--- src/rtl/scan_param_pkg.sv ---
package scan_param_pkg;

  typedef enum logic [1:0] {
    SEL_LINE = 2'd0,
    SEL_A    = 2'd1,
    SEL_B    = 2'd2
  } mulSelT;

  typedef enum logic [2:0] {
    ST_IDLE, ST_GO1, ST_RUN1, ST_GO2, ST_RUN2, ST_GO3, ST_RUN3, ST_FIN
  } ctrlStateT;

  typedef struct packed {
    logic   latch;
    logic   mulGo;
    mulSelT mulSel;
    logic   capture;
    logic   commit;
  } strobeT;

endpackage

--- src/rtl/scan_param_mul.sv ---
module scan_param_mul #(
  parameter int AW = 32,
  parameter int DW = 12
) (
  input  logic          clk,
  input  logic          rstN,
  input  logic          go,
  input  logic [AW-1:0] opA,
  input  logic [DW-1:0] opB,
  output logic          rdy,
  output logic [AW-1:0] prod
);
  localparam int CW = (DW > 1) ? $clog2(DW) : 1;

  logic [AW-1:0] aSh;
  logic [DW-1:0] bSh;
  logic [CW-1:0] cnt;
  logic          run;

  always_ff @(posedge clk) begin
    if (!rstN) begin
      aSh <= '0; bSh <= '0; cnt <= '0; run <= 1'b0; rdy <= 1'b0; prod <= '0;
    end else if (go) begin
      aSh <= opA; bSh <= opB; cnt <= '0; run <= 1'b1; rdy <= 1'b0; prod <= '0;
    end else if (run) begin
      if (bSh[0]) prod <= prod + aSh;
      aSh <= aSh << 1;
      bSh <= bSh >> 1;
      cnt <= cnt + 1'b1;
      if (cnt == CW'(DW - 1)) begin
        run <= 1'b0;
        rdy <= 1'b1;
      end
    end
  end
endmodule

--- src/rtl/scan_param_ctrl.sv ---
module scan_param_ctrl
  import scan_param_pkg::*;
(
  input  logic   clk,
  input  logic   rstN,
  input  logic   start,
  input  logic   cfgBad,
  input  logic   mulRdy,
  output strobeT stb,
  output logic   busy,
  output logic   done,
  output logic   err
);
  ctrlStateT state, nextState;

  always_comb begin
    stb = '0;
    stb.mulSel = SEL_LINE;
    nextState = state;
    unique case (state)
      ST_IDLE: if (start && !cfgBad) begin
        stb.latch = 1'b1;
        nextState = ST_GO1;
      end
      ST_GO1:  begin stb.mulGo = 1'b1; nextState = ST_RUN1; end
      ST_RUN1: if (mulRdy) begin stb.capture = 1'b1; nextState = ST_GO2; end
      ST_GO2:  begin stb.mulGo = 1'b1; stb.mulSel = SEL_A; nextState = ST_RUN2; end
      ST_RUN2: begin
        stb.mulSel = SEL_A;
        if (mulRdy) begin stb.capture = 1'b1; nextState = ST_GO3; end
      end
      ST_GO3:  begin stb.mulGo = 1'b1; stb.mulSel = SEL_B; nextState = ST_RUN3; end
      ST_RUN3: begin
        stb.mulSel = SEL_B;
        if (mulRdy) begin stb.capture = 1'b1; nextState = ST_FIN; end
      end
      ST_FIN:  begin stb.commit = 1'b1; nextState = ST_IDLE; end
      default: nextState = ST_IDLE;
    endcase
  end

  always_ff @(posedge clk) begin
    if (!rstN) begin
      state <= ST_IDLE; done <= 1'b0; err <= 1'b0;
    end else begin
      state <= nextState;
      if (state == ST_IDLE && start) begin
        done <= 1'b0;
        err  <= cfgBad;
      end else if (state == ST_FIN) begin
        done <= 1'b1;
      end
    end
  end

  assign busy = (state != ST_IDLE);
endmodule

--- src/rtl/scan_param_dp.sv ---
module scan_param_dp
  import scan_param_pkg::*;
#(
  parameter int AW = 32,
  parameter int DW = 12,
  parameter int SW = 4
) (
  input  logic          clk,
  input  logic          rstN,
  input  strobeT        stb,
  input  logic [AW-1:0] baseAddr,
  input  logic [DW-1:0] xres,
  input  logic [DW-1:0] yres,
  input  logic [DW-1:0] vxres,
  input  logic [SW-1:0] xscale,
  input  logic [SW-1:0] yscale,
  input  logic [1:0]    esCode,
  input  logic [2:0]    rotCode,
  input  logic          mirror,
  output logic          cfgBad,
  output logic          mulRdy,
  output logic [AW-1:0] topAddr,
  output logic [AW-1:0] botAddr,
  output logic [DW-1:0] elemCnt,
  output logic [DW-1:0] frameCnt,
  output logic [AW-1:0] elemIdx,
  output logic [AW-1:0] frameIdx,
  output logic          dblIdx
);
  logic [AW-1:0] baseQ, lineQ, aQ, bQ, mulA, prod;
  logic [DW-1:0] xresQ, yresQ, vxQ, mulB;
  logic [SW-1:0] xsQ, ysQ;
  logic [1:0]    esShQ, rotQ;
  logic          mirQ, dblQ;
  logic [AW-1:0] colS, adj, topN, botN, eiN, fiN;

  assign cfgBad = (rotCode > 3'd3) || (esCode == 2'd3) ||
                  ((vxres != '0) && (vxres < xres));

  always_ff @(posedge clk) begin
    if (!rstN) begin
      baseQ <= '0; xresQ <= '0; yresQ <= '0; vxQ <= '0; xsQ <= '0; ysQ <= '0;
      esShQ <= '0; rotQ <= '0; mirQ <= 1'b0; dblQ <= 1'b0;
    end else if (stb.latch) begin
      baseQ <= baseAddr;
      xresQ <= xres;
      yresQ <= yres;
      vxQ   <= (vxres == '0) ? xres : vxres;
      xsQ   <= (xscale == '0) ? SW'(1) : xscale;
      ysQ   <= (yscale == '0) ? SW'(1) : yscale;
      esShQ <= esCode;
      rotQ  <= rotCode[1:0];
      mirQ  <= mirror;
      dblQ  <= (rotCode != 3'd0) || mirror || (vxres != '0) ||
               (xscale != '0) || (yscale != '0);
    end
  end

  assign colS = AW'(xsQ) << esShQ;

  always_comb begin
    unique case (stb.mulSel)
      SEL_A:   begin mulA = colS;    mulB = xresQ - 1'b1; end
      SEL_B:   begin mulA = lineQ;   mulB = yresQ - 1'b1; end
      default: begin mulA = AW'(vxQ); mulB = DW'(ysQ);   end
    endcase
  end

  scan_param_mul #(.AW(AW), .DW(DW)) uMul (
    .clk(clk), .rstN(rstN), .go(stb.mulGo), .opA(mulA), .opB(mulB),
    .rdy(mulRdy), .prod(prod)
  );

  always_ff @(posedge clk) begin
    if (!rstN) begin
      lineQ <= '0; aQ <= '0; bQ <= '0;
    end else if (stb.capture) begin
      unique case (stb.mulSel)
        SEL_A:   aQ <= prod;
        SEL_B:   bQ <= prod;
        default: lineQ <= prod << esShQ;
      endcase
    end
  end

  // Step bias: 1 - es
  assign adj = AW'(1) - (AW'(1) << esShQ);

  always_comb begin
    unique case ({rotQ, mirQ})
      3'b000: begin topN = baseQ;           botN = baseQ + aQ + bQ;
                    eiN = colS + adj;        fiN = lineQ - aQ + adj; end
      3'b001: begin topN = baseQ + aQ;      botN = baseQ + bQ;
                    eiN = adj - colS;        fiN = aQ + lineQ + adj; end
      3'b010: begin topN = baseQ + bQ;      botN = baseQ + aQ;
                    eiN = adj - lineQ;       fiN = colS + bQ + adj; end
      3'b011: begin topN = baseQ + aQ + bQ; botN = baseQ;
                    eiN = adj - lineQ;       fiN = bQ - colS + adj; end
      3'b100: begin topN = baseQ + aQ + bQ; botN = baseQ;
                    eiN = adj - colS;        fiN = aQ - lineQ + adj; end
      3'b101: begin topN = baseQ + bQ;      botN = baseQ + aQ;
                    eiN = colS + adj;        fiN = adj - aQ - lineQ; end
      3'b110: begin topN = baseQ + aQ;      botN = baseQ + bQ;
                    eiN = lineQ + adj;       fiN = adj - colS - bQ; end
      default: begin topN = baseQ;          botN = baseQ + aQ + bQ;
                    eiN = lineQ + adj;       fiN = colS - bQ + adj; end
    endcase
  end

  always_ff @(posedge clk) begin
    if (!rstN) begin
      topAddr <= '0; botAddr <= '0; elemCnt <= '0; frameCnt <= '0;
      elemIdx <= '0; frameIdx <= '0; dblIdx <= 1'b0;
    end else if (stb.commit) begin
      topAddr  <= topN;
      botAddr  <= botN;
      elemCnt  <= rotQ[0] ? yresQ : xresQ;
      frameCnt <= rotQ[0] ? xresQ : yresQ;
      elemIdx  <= eiN;
      frameIdx <= fiN;
      dblIdx   <= dblQ;
    end
  end
endmodule

--- src/rtl/scan_param_calc.sv ---
module scan_param_calc
  import scan_param_pkg::*;
#(
  parameter int AW = 32,
  parameter int DW = 12,
  parameter int SW = 4
) (
  input  logic          clk,
  input  logic          rstN,
  input  logic          start,
  input  logic [AW-1:0] baseAddr,
  input  logic [DW-1:0] xres,
  input  logic [DW-1:0] yres,
  input  logic [DW-1:0] vxres,
  input  logic [SW-1:0] xscale,
  input  logic [SW-1:0] yscale,
  input  logic [1:0]    esCode,
  input  logic [2:0]    rotCode,
  input  logic          mirror,
  output logic          busy,
  output logic          done,
  output logic          err,
  output logic [AW-1:0] topAddr,
  output logic [AW-1:0] botAddr,
  output logic [DW-1:0] elemCnt,
  output logic [DW-1:0] frameCnt,
  output logic [AW-1:0] elemIdx,
  output logic [AW-1:0] frameIdx,
  output logic          dblIdx
);
  strobeT stb;
  logic   cfgBad, mulRdy;

  scan_param_ctrl uCtrl (
    .clk(clk), .rstN(rstN), .start(start), .cfgBad(cfgBad), .mulRdy(mulRdy),
    .stb(stb), .busy(busy), .done(done), .err(err)
  );

  scan_param_dp #(.AW(AW), .DW(DW), .SW(SW)) uDp (
    .clk(clk), .rstN(rstN), .stb(stb),
    .baseAddr(baseAddr), .xres(xres), .yres(yres), .vxres(vxres),
    .xscale(xscale), .yscale(yscale), .esCode(esCode), .rotCode(rotCode),
    .mirror(mirror), .cfgBad(cfgBad), .mulRdy(mulRdy),
    .topAddr(topAddr), .botAddr(botAddr), .elemCnt(elemCnt),
    .frameCnt(frameCnt), .elemIdx(elemIdx), .frameIdx(frameIdx),
    .dblIdx(dblIdx)
  );
endmodule

--- config.mk ---
export PLATFORM = sky130hd
export DESIGN_NAME = scan_param_calc
export DESIGN_NICKNAME = d
export VERILOG_FILES = /design/src/rtl/scan_param_pkg.sv /design/src/rtl/scan_param_mul.sv /design/src/rtl/scan_param_ctrl.sv /design/src/rtl/scan_param_dp.sv /design/src/rtl/scan_param_calc.sv
export SDC_FILE = /design/constraint.sdc
export NUM_CORES = 2
export LEC_CHECK = 0
export ABC_AREA = 1
export CAP_MARGIN = 20
export CORE_MARGIN = 1
export CORE_UTILIZATION = 50
export DETAILED_ROUTE_END_ITERATION = 16
export GPL_TIMING_DRIVEN = 0
export PLACE_DENSITY = 0.71
export REMOVE_ABC_BUFFERS = 1
export SLEW_MARGIN = 20
export SYNTH_ARGS = -nofsm -noshare
export SYNTH_HDL_FRONTEND = slang
export SYNTH_SLANG_ARGS = --single-unit
--- constraint.sdc ---
create_clock -name clk -period 9.53 [get_ports clk]
set_input_delay 1.4295 -clock clk [delete_from_list [all_inputs] [get_ports clk]]
set_output_delay 1.4295 -clock clk [all_outputs]
set_load 0.02 [all_outputs]
==> summary.txt <==
Outcome
  • Status: completed

Detailed routing
  • DR pass1 iterations: 9
  • Routed len/inst: 25.45 um
  • Remaining DRCs: 0
  • Post-Route WL: 244100 um
  • Starting DRC count in detailed routing: between 7000 and 8000
  • Vias/cell: 6.139
  • Routed via count: 58880
  • Final antenna-violating net count: 0

Clock network
  • CTS buffer count: 53
  • Cts hold-fix bufs: 0
  • Worst-path clk slew: 0.06 ns
  • Post CTS Setup Buffer Count: 0
  • CTS Root Cell: clkbuf_16
  • CTS tree: built
  • Clock sinks: around 420
  • H-tree level count: 2
  • Max clock buf depth: 3
  • Clock Latency Late Sink: 0.70 ns
  • Resize count post-CTS: 0

Worst setup path
  • Crit. End Element: register
  • CP startpoint kind: register
  • WP data required: a little over 10 ns
  • CP Max Fanout: 42
  • Worst Path Arrival: 7.79 ns
  • Most frequent cell on the critical path: nand2_1
  • Cell family with most CP delay: simple AND/OR/NAND/NOR gates
  • CP max stage delay: 0.88 ns
  • Crit Path Class: reg -> reg
  • Buffers and inverters on the worst path: 6
  • Critical-path top delay cell: dfxtp_2

Cells and area
  • Layout cell share with drive strength beyond 1: 0.03320
  • Layout Cells excl Fill: 9591
  • Fin nets: between 8000 and 9000
  • Fillers: between 10000 and 15000
  • P&R area growth vs syn: 11.61%

Floorplan
  • Initial core utilization: 0.5052
  • Row cnt: ~120
  • Die X: approximately 320 um
  • Die H: approximately 320 um
  • Ports: about 240
  • Die area: approximately 0.1 mm2
  • Core area: about 0.10 mm2

Power
  • Maximum VDD drop: between 0.15 and 0.2 mV
  • Clk pwr share: 0.228
  • Areal power density over the cells: between 150 and 200 mW/mm2
  • Leak pwr: 27.49 nW
  • Sequential cell fraction of total power: 0.190
  • Net Switching: 5.238 mW
  • Part of the power in combinational logic: 0.583
  • Int Pwr: roughly 4.9 mW
  • Switching Fraction: 0.5162

Synth
  • Top-count cell post-synth: nand2_1
  • Main flop type after synthesis: dfxtp_1
  • Register area share after synthesis: 0.1654
  • Yosys top cell area share: 0.1654
  • Syn Std Cell Area: slightly above 0.05 mm2
  • Cell count after synthesis: 8130
  • Distinct cells, synth: 73
  • Synth cell count leaders: 1792 x nand2_1, 1094 x inv_1, 855 x a21oi_1
  • Ys async rst share: 0
  • Post-synth EDFFs: 0
  • Leading area contributor after synthesis: dfxtp_1
  • Synth area leaders: dfxtp_1 17%, nand2_1 13%, ha_1 13%, a21oi_1 8.5%, inv_1 8.1%
  • Syn_area_per_cell: 6.223 um2
  • Synth Warn #: 0
  • Flops & latches, synth: 418

Timing
  • Tmin final: about 7.2 ns
  • Final setup fails: 0
  • Setup TNS: 0 ns
  • Worst slew pin tran: around 1.3 ns
  • Final worst setup slack: 2.338 ns
  • Hold WS: about 0.46 ns
  • Fin. max-slew vios: 0
  • Worst Clk Skew: roughly 0.038 ns
  • Final period utilization: 0.7546
  • Slew headroom: 0.1011
  • F_max: 0.1390 GHz
  • Unrepaired setup endpoints after global routing: no
  • Endpoints failing hold: 0

Global route
  • Total GRT Usage: 0.4598
  • Largest net degree at the start of global routing: between 100 and 150
  • Initial antenna violation count: 15
  • Vias in the first global route: approximately 53000
  • Global-route wire length before repair: around 350000 um
  • Congestion Overflow GR: 0

Placement
  • RePlAce Congestion: approximately 1.1
  • Hpwl dp: roughly 200000 um
  • Dpl ws: ~2.7 ns
  • Placed cell count: 9482
  • # port buffers: 240

Run
  • Maxcap violations: 0

Min path
  • Worst Hold Class: reg -> reg
==> cells in the final DEF, fill, tap and decap left out, types with 10 or more instances in the layout <==
| master | n |
|---|---|
| a211oi_1 | 36 |
| a21boi_0 | 19 |
| a21o_1 | 45 |
| a21oi_1 | 855 |
| a221oi_1 | 14 |
| a31oi_1 | 67 |
| and2_1 | 15 |
| buf_12 | 15 |
| buf_16 | 11 |
| bufinv_16 | 10 |
| clkbuf_16 | 53 |
| clkdlybuf4s50_1 | 239 |
| dfxtp_1 | 415 |
| diode_2 | 11 |
| fa_1 | 151 |
| ha_1 | 519 |
| inv_1 | 1090 |
| inv_2 | 23 |
| nand2_1 | 1787 |
| nand2_2 | 15 |
| nand3_1 | 520 |
| nand3b_1 | 47 |
| nand4_1 | 90 |
| nor2_1 | 804 |
| nor2_4 | 13 |
| nor3_1 | 134 |
| nor4_1 | 33 |
| o2111ai_1 | 12 |
| o211ai_1 | 59 |
| o21a_1 | 61 |
| o21ai_0 | 674 |
| o21ai_1 | 33 |
| o21bai_1 | 52 |
| o221ai_1 | 29 |
| o22ai_1 | 16 |
| or2_2 | 55 |
| xnor2_1 | 53 |
| xor2_1 | 76 |
==> kinds of logic after synthesis <==
logic type / Yosys count / share of synthesized area
AND/OR/NAND/NOR: 3559 / 0.3000
adder cells (fa/ha/maj): 673 / 0.1888
flip-flops: 418 / 0.1654
multiplexers: 3 / 0.0005936
buffers and inverters: 1337 / 0.1012
AO/OA/AOI/OAI: 2009 / 0.2209
XOR/XNOR: 131 / 0.02297
==> path summary, 6_finish.rpt <==
kind / from / end / slack (ns) / cells after the start
worst min register to register: uDp.botAddr[5]$_SDFFE_PN0P_ / uDp.botAddr[5]$_SDFFE_PN0P_ / 0.46 / 2
worst min-delay path: uDp.botAddr[5]$_SDFFE_PN0P_ / uDp.botAddr[5]$_SDFFE_PN0P_ / 0.46 / 2
worst max register to register: uDp.esShQ[1]$_SDFFE_PN0P_ / uDp.frameIdx[20]$_SDFFE_PN0P_ / 2.34 / 26
worst max-delay path: uDp.esShQ[1]$_SDFFE_PN0P_ / uDp.frameIdx[20]$_SDFFE_PN0P_ / 2.34 / 26
==> registers in the layout, summed over array words and instances (netlist names), 32 cells and up <==
| register | cells |
|---|---|
| uDp.aQ | 32 |
| uDp.bQ | 32 |
| uDp.baseQ | 32 |
| uDp.botAddr | 32 |
| uDp.elemIdx | 32 |
| uDp.frameIdx | 32 |
| uDp.lineQ | 32 |
| uDp.topAddr | 32 |
| uDp.uMul.aSh | 32 |
| uDp.uMul.prod | 32 |
==> power groups by stage <==
stage	Clock (mW)	Sequential, mW	Combinational (mW)
finish	2.31	1.92	5.91
global route	2.38	1.92	6.34
CTS	2.31	1.91	5.64
detailed placement	0	1.95	5.61
global placement	0	1.95	5.55
floorplan	0	1.90	3.75
==> worst reg2reg max path, cell delays in order, from the launching register on <==
cell	delay, ns
dfxtp_2	0.88
clkinv_2	0.79
ha_4	0.61
buf_12	0.24
inv_4	0.22
buf_16	0.26
ha_1	0.33
a21oi_1	0.15
and2_1	0.19
inv_1	0.06
nand2_1	0.05
a21oi_1	0.07
nor2_1	0.27
nand2_1	0.10
ha_1	0.42
ha_1	0.39
nand2_1	0.15
o21a_1	0.20
nand3_1	0.22
nand3_1	0.14
nand2_1	0.11
o21ai_0	0.59
nand2_1	0.25
nor2_1	0.15
nand3b_1	0.14
nand2_1	0.08
inv_1	0.03
==> stage by stage <==
step | power [mW] | area (um2) | utilization
CTS | 9.867 | 56410 | 0.5633
detailed placement | 7.560 | 54440 | 0.5436
global route | 10.64 | 56440 | 0.5636
floorplan | 5.656 | 49680 | -
finish | 10.15 | 56470 | 0.5638
global placement | 7.504 | 53710 | 0.5363
==> cell type report <==
cell class | count | area [um2] | share of cell area
multi-input combinational | 6375 | 37180 | 0.6585
inverter | 1121 | 4229 | 0.07490
antenna | 11 | 27.53 | 0.0004875
clock inverter | 28 | 501.7 | 0.008886
sequential | 418 | 8372 | 0.1483
clock buffer | 69 | 1466 | 0.02597
timing repair buffer | 271 | 3063 | 0.05424
tap | 1298 | 1624 | 0.02876
==> metal layers <==
metal,vias to the layer above,global-route usage,wire [um]
li1,27300,-,-
met1,27360,0.5677,92600
met5,-,0,84
met2,3493,0.6887,101400
met4,12,0.3132,19700
met3,715,0.1354,30300
Power figures use the tool's default switching activity.
